### src/rtl/cfg_bram_pkg.sv
package cfg_bram_pkg;
  localparam int ROW_W   = 16;
  localparam int ROWS    = 128;
  localparam int ROW_AW  = $clog2(ROWS);
  localparam int LANE_LG = $clog2(ROW_W);
  localparam int AW      = ROW_AW + LANE_LG;
  localparam int MODE_W  = 3;

  typedef enum logic [MODE_W-1:0] {
    MODE_X16 = 3'd0,
    MODE_X8  = 3'd1,
    MODE_X4  = 3'd2,
    MODE_X2  = 3'd3,
    MODE_X1  = 3'd4
  } mode_e;
endpackage

### src/rtl/cfg_bram_lane_map.sv
module cfg_bram_lane_map
  import cfg_bram_pkg::*;
(
  input  logic [MODE_W-1:0]  mode_i,
  input  logic [AW-1:0]      addr_i,
  output logic [ROW_AW-1:0]  row_o,
  output logic [LANE_LG-1:0] shift_o,
  output logic [ROW_W-1:0]   lmask_o,
  output logic [ROW_W-1:0]   bmask_o
);
  logic [MODE_W-1:0]    k;
  logic [LANE_LG:0]     lw;
  logic [LANE_LG:0]     sel;
  logic [LANE_LG-1:0]   lane;
  logic [2*LANE_LG+1:0] prod;
  logic [ROW_W:0]       ones;

  always_comb begin
    k       = (mode_i > MODE_X1) ? MODE_X1 : mode_i;
    lw      = (LANE_LG+1)'(ROW_W) >> k;
    sel     = ((LANE_LG+1)'(1) << k) - (LANE_LG+1)'(1);
    lane    = addr_i[AW-1:ROW_AW] & sel[LANE_LG-1:0];
    prod    = {(LANE_LG+2)'(0), lane} * {(LANE_LG+1)'(0), lw};
    shift_o = prod[LANE_LG-1:0];
    ones    = ((ROW_W+1)'(1) << lw) - (ROW_W+1)'(1);
    lmask_o = ones[ROW_W-1:0];
    bmask_o = lmask_o << shift_o;
    row_o   = addr_i[ROW_AW-1:0];
  end

  // lane mask width follows the mode
  always_comb begin
    a_r2_lane_width: assert ($countones(bmask_o) == 32'(lw))
      else $error("lane mask width mismatch");
  end
endmodule

### src/rtl/cfg_bram_array.sv
module cfg_bram_array #(
  parameter int ROWS  = 128,
  parameter int W     = 16,
  localparam int RAW  = $clog2(ROWS)
) (
  input  logic           clk_i,
  input  logic           rst_ni,
  input  logic           we_i,
  input  logic [RAW-1:0] row_i,
  input  logic [W-1:0]   bmask_i,
  input  logic [W-1:0]   wval_i,
  output logic [W-1:0]   rrow_o
);
  logic [W-1:0] mem_q [ROWS];

  always_ff @(posedge clk_i) begin
    if (we_i) mem_q[row_i] <= (mem_q[row_i] & ~bmask_i) | (wval_i & bmask_i);
  end

  // read returns pre-write contents
  always_ff @(posedge clk_i or negedge rst_ni) begin
    if (!rst_ni) rrow_o <= '0;
    else         rrow_o <= mem_q[row_i];
  end
endmodule

### src/rtl/cfg_bram_page_gate.sv
module cfg_bram_page_gate #(
  parameter int PAGE_W = 2,
  parameter int W      = 16
) (
  input  logic              clk_i,
  input  logic              rst_ni,
  input  logic [PAGE_W-1:0] page_addr_i,
  input  logic [PAGE_W-1:0] page_id_i,
  input  logic [W-1:0]      data_i,
  output logic              match_o,
  output logic              drive_o,
  output logic [W-1:0]      data_o
);
  assign match_o = (page_addr_i == page_id_i);

  always_ff @(posedge clk_i or negedge rst_ni) begin
    if (!rst_ni) drive_o <= 1'b0;
    else         drive_o <= match_o;
  end

  // AND gating so outputs combine by OR, never floating
  assign data_o = data_i & {W{drive_o}};

  a_r6_drive_on: assert property (@(posedge clk_i) disable iff (!rst_ni)
    (page_addr_i == page_id_i) |=> drive_o);
  a_r6_drive_off: assert property (@(posedge clk_i) disable iff (!rst_ni)
    (page_addr_i != page_id_i) |=> !drive_o);
endmodule

### src/rtl/cfg_bram.sv
module cfg_bram
  import cfg_bram_pkg::*;
#(
  parameter int PAGE_W = 2
) (
  input  logic              clk_i,
  input  logic              rst_ni,
  input  logic [MODE_W-1:0] mode_i,
  input  logic [AW-1:0]     addr_i,
  input  logic [PAGE_W-1:0] page_addr_i,
  input  logic [PAGE_W-1:0] page_id_i,
  input  logic              wr_i,
  input  logic [ROW_W-1:0]  wdata_i,
  output logic [ROW_W-1:0]  rdata_o,
  output logic              drive_o
);
  logic [MODE_W-1:0]  mode_q;
  logic [ROW_AW-1:0]  row;
  logic [LANE_LG-1:0] shift, shift_q;
  logic [ROW_W-1:0]   lmask, lmask_q, bmask, rrow, lane_data;
  logic               match;

  // mode only moves while no write is requested
  always_ff @(posedge clk_i or negedge rst_ni) begin
    if (!rst_ni)    mode_q <= MODE_X16;
    else if (!wr_i) mode_q <= mode_i;
  end

  cfg_bram_lane_map u_map (
    .mode_i  (mode_q),
    .addr_i  (addr_i),
    .row_o   (row),
    .shift_o (shift),
    .lmask_o (lmask),
    .bmask_o (bmask)
  );

  cfg_bram_array #(.ROWS(ROWS), .W(ROW_W)) u_array (
    .clk_i   (clk_i),
    .rst_ni  (rst_ni),
    .we_i    (wr_i & match),
    .row_i   (row),
    .bmask_i (bmask),
    .wval_i  (wdata_i << shift),
    .rrow_o  (rrow)
  );

  always_ff @(posedge clk_i or negedge rst_ni) begin
    if (!rst_ni) begin
      shift_q <= '0;
      lmask_q <= '0;
    end else begin
      shift_q <= shift;
      lmask_q <= lmask;
    end
  end

  assign lane_data = (rrow >> shift_q) & lmask_q;

  cfg_bram_page_gate #(.PAGE_W(PAGE_W), .W(ROW_W)) u_gate (
    .clk_i       (clk_i),
    .rst_ni      (rst_ni),
    .page_addr_i (page_addr_i),
    .page_id_i   (page_id_i),
    .data_i      (lane_data),
    .match_o     (match),
    .drive_o     (drive_o),
    .data_o      (rdata_o)
  );

  // nothing above the lane width chosen for the previous address
  a_r4_upper_zero: assert property (@(posedge clk_i) disable iff (!rst_ni)
    (rdata_o & ~lmask_q) == '0);
  // held mode during a write request
  a_r9_mode_hold: assert property (@(posedge clk_i) disable iff (!rst_ni)
    (wr_i && mode_i != mode_q) |=> $stable(mode_q));
endmodule

### config.mk
export PLATFORM = sky130hd
export DESIGN_NAME = cfg_bram
export DESIGN_NICKNAME = d
export VERILOG_FILES = /design/src/rtl/cfg_bram_pkg.sv /design/src/rtl/cfg_bram_lane_map.sv /design/src/rtl/cfg_bram_array.sv /design/src/rtl/cfg_bram_page_gate.sv /design/src/rtl/cfg_bram.sv
export SDC_FILE = /design/constraint.sdc
export NUM_CORES = 2
export LEC_CHECK = 0
export BUFFER_PORTS_ARGS = -buffer_cell sky130_fd_sc_hd__buf_2
export CAP_MARGIN = 30
export CORE_UTILIZATION = 30
export CTS_BUF_LIST = sky130_fd_sc_hd__clkbuf_16
export CTS_CLUSTER_DIAMETER = 40
export DETAILED_ROUTE_END_ITERATION = 7
export PLACE_DENSITY = 0.44
export SKIP_LAST_GASP = 1
export SYNTH_ARGS = -nofsm -noshare
export SYNTH_HDL_FRONTEND = slang
export SYNTH_SLANG_ARGS = --single-unit
### constraint.sdc
create_clock -name clk_i -period 12.6 [get_ports clk_i]
set_input_delay 3.78 -clock clk_i [delete_from_list [all_inputs] [get_ports clk_i]]
set_output_delay 3.78 -clock clk_i [all_outputs]
set_load 0.03 [all_outputs]
==> flow_metrics.py <==
metrics = {
    "logic_synthesis": {
        "synth-async-reset-ratio_pct": 1.77,
        "ys_ff_latch": 2085,
        "synthFlopType": "edfxtp_1",
        "ys_seq_area_share_pct": 75.8,
        "netlist_instances": 4520,
        "syn_avg_cell_area_um2": 18.2,
        "syn_nets": 4561,
        "synth_cell_type_count": 82,
        "synth_warnings": 0,
        "synth_adder_area_share_pct": 0.0608,
        "yosys.area_share.simple_pct": 3.18,
        "synth_xor_area_share_pct": 0.0426,
        "syn_area_mm2": 0.0823,
        "synthMuxAreaShare_pct": 10.8,
        "synth_edf_count": 2048,
        "synth_top_family_by_area": "multiplexers",
        "synth_compound_area_share_pct": 8.04,
    },
    "sta": {
        "worst_pin_slew_ns": 1.10,
        "drv_slew": 0,
        "maxSlewHeadroom_pct": 24.5,
        "min_period_ns": 8.82,
        "finalSetupTns_ns": 0,
        "finalSetupViolCount": 0,
        "fmax_mhz": 113,
        "hold_viol": 0,
        "grt_setup_unrepaired": "false",
        "whs_ns": 0.718,
        "clock-skew-final_ns": 0.0765,
        "fin_crit_sh_pct": 70.0,
    },
    "worst_setup_path": {
        "worstPathCellList": "buf_2 > nor3b_1 > ha_1 > ha_1 > ha_1 > xor2_1 > xnor2_1 > a211o_1 > and2_1 > inv_1 > nor3_1 > o31a_2 > buf_4 > buf_4",
        "critPathSlowestCell": "nor3_1",
        "startpoint": "addr_i[8]",
        "worst_path_most_repeated_cell": "ha_1",
        "r2r_start": "mode_q[0]$_DFFE_PN0N_",
        "max_stage_delay_ns": 0.90,
        "crit_arrival_ns": 9.41,
        "reg2regPathDepth": 14,
        "cp.required_ns": 13.19,
        "path_max_fanout": 66,
        "regToRegSetupSlack_ns": 5.85,
        "end_kind": "register",
        "r2r-end": "u_array.mem_q[123][2]$_DFFE_PP_",
        "worstSetupPathType": "input pin to register",
        "cp-start-kind": "input pin",
    },
    "grt": {
        "grt_usage_pct": 21.5,
        "antenna_found_initial": 15,
        "grt-ovfl-total": 0,
        "grt_max_degree": 94,
        "grt_pass1_wl_um": 412000,
        "grt_pass1_vias": 46900,
    },
    "floorplanning": {
        "die-area_mm2": 0.277,
        "rows": 191,
        "die_h_um": 526,
        "io_pins": 54,
        "placeableCoreArea_mm2": 0.272,
        "fp.dieW_um": 526,
        "initial_utilization_pct": 30.3,
    },
    "finish": {
        "final_cell_mix": "edfxtp_1, clkbuf_16, mux2i_1, buf_4, mux4_2",
        "final_nets": 4894,
        "fillers": 25000,
        "areaGrowthSynthToFinish_pct": 21.0,
        "drive_gt1_share_pct": 26.8,
        "post-route-util_pct": 36.6,
        "layout_commonest_cell": "edfxtp_1",
    },
    "placed_design": {
        "hpwlAfterDp_um": 180000,
        "gp_congestion": 0.872,
        "port_buffers": 53,
    },
    "clocking": {
        "clock_path_buffers": 4,
        "cts_buffers": 339,
        "htreeDepth": 5,
        "clock_sinks": 2085,
        "post_cts_resized": 0,
        "ctsHoldBuffers": 0,
        "path_clk_slew_ns": 0.05,
        "postCtsSetupBuffers": 0,
        "cts-root-buf": "clkbuf_16",
        "cts_tree": "done",
        "clk_latency_ns": 0.97,
    },
    "routing": {
        "vias_per_cell": 5.56,
        "drt_wl_total_um": 303000,
        "drt_iter0_drc": 5842,
        "drtPass1Iterations": 8,
        "num_vias": 48300,
        "ant_nets": 0,
        "route.detailed.drc": 0,
        "post_drt_wl_per_cell_um": 34.8,
    },
    "worst_hold_path": {
        "hold_depth": 1,
        "holdPathEnd": "lmask_q[3]$_DFF_PN0_",
        "hold_path_class": "register to register",
        "hp-start": "mode_q[1]$_DFFE_PN0N_",
    },
    "run": {
        "maxCapViolations": 0,
    },
    "status": {
        "outcome": "finished clean",
    },
    "power": {
        "ir_drop_mv": 0.0921,
        "leakage_nw": 32.5,
        "power.density_mw_per_mm2": 192,
    },
}
==> metrics by stage <==
| stage | std cells | cell area [µm²] | total power (W) | setup WS, ns |
|---|---|---|---|---|
| after detailed placement | 8078 | 88300 | 0.0100 | 3.07 |
| after CTS | 8678 | 99500 | 0.0192 | 4.03 |
| after global placement | 8060 | 88000 | 0.00998 | 2.22 |
| after floorplan | 4520 | 82300 | 0.00916 | 1.70 |
| final | 8691 | 99600 | 0.0191 | 3.78 |
| after global routing | 8682 | 99600 | 0.0196 | 3.68 |
==> worst max-delay path: cells and delay by family <==
family,cells,cell delay (ns)
buf+inv,4,2.29
simple gates,3,1.77
fa+ha+maj,3,0.74
compound gates,2,0.37
xor+xnor,2,0.35
==> worst max-delay path by stage <==
stage | end | slack, ns | cells after the start
global route | u_array.mem_q[123][2]$_DFFE_PP_ | 3.68 | 14
CTS | u_array.mem_q[123][2]$_DFFE_PP_ | 4.03 | 14
finish | u_array.mem_q[123][2]$_DFFE_PP_ | 3.78 | 14
detailed placement | u_array.mem_q[124][2]$_DFFE_PP_ | 3.07 | 14
global placement | u_array.mem_q[21][10]$_DFFE_PP_ | 2.22 | 10
floorplan | u_array.mem_q[0][6]$_DFFE_PP_ | 1.70 | 14
==> final cells by class <==
cell class	instances	area (µm²)	share of cell area, %
well taps	3570	4470	4.49
diodes	9	22.5	0.0226
clock inverters	254	2560	2.57
clock buffers	346	8660	8.69
inverters	24	100	0.101
multi-input cells	2096	18800	18.9
flip-flops and latches	2085	62400	62.7
repair buffers	307	2570	2.58
==> flip-flops by register name, indices dropped and copies added (netlist names) <==
name and cells:
shift_q 4, u_array.mem_q 2048, lmask_q 13, u_gate.drive_o 1, mode_q 3, u_array.rrow_o 16
==> cells by family (layout without fill, tap and decap cells) <==
family	count (synthesis)	after routing
AOI/OAI and AO/OA	876	876
xor gates and xnor gates	4	4
adders and majority gates	4	4
buffers and inverters	339	931
DFF	2085	2085
muxes	618	618
other	1	10
and+or+nand+nor	593	593
==> power breakdown <==
part	internal, W	switching [W]	leakage (nW)	total [W]
registers	0.00817	0.0000260	18.9	0.00820
clock network	0.00584	0.00338	5.54	0.00922
logic	0.000360	0.00134	7.99	0.00170
==> metal layers <==
metal	global-route usage, %	up-vias	routed length (µm)
li1	-	19400	-
met1	30.2	26100	133000
met2	32.9	2262	137000
met3	4.02	492	22100
met4	7.93	2	11200
met5	0	-	8
==> cells in the mapped netlist (77+ instances only) <==
cell type     n  area, µm²
a221oi_1    185       1620
a22oi_1     124        931
nor2_1      243        912
mux2i_1     249       2490
buf_2        82        410
mux2_2      172       1940
nand2_1     194        728
o21ai_0      77        385
edfxtp_1   2048      61500
a21oi_1     100        500
clkbuf_1    134        503
mux4_2      196       4410
Power figures use the tool's default switching activity.
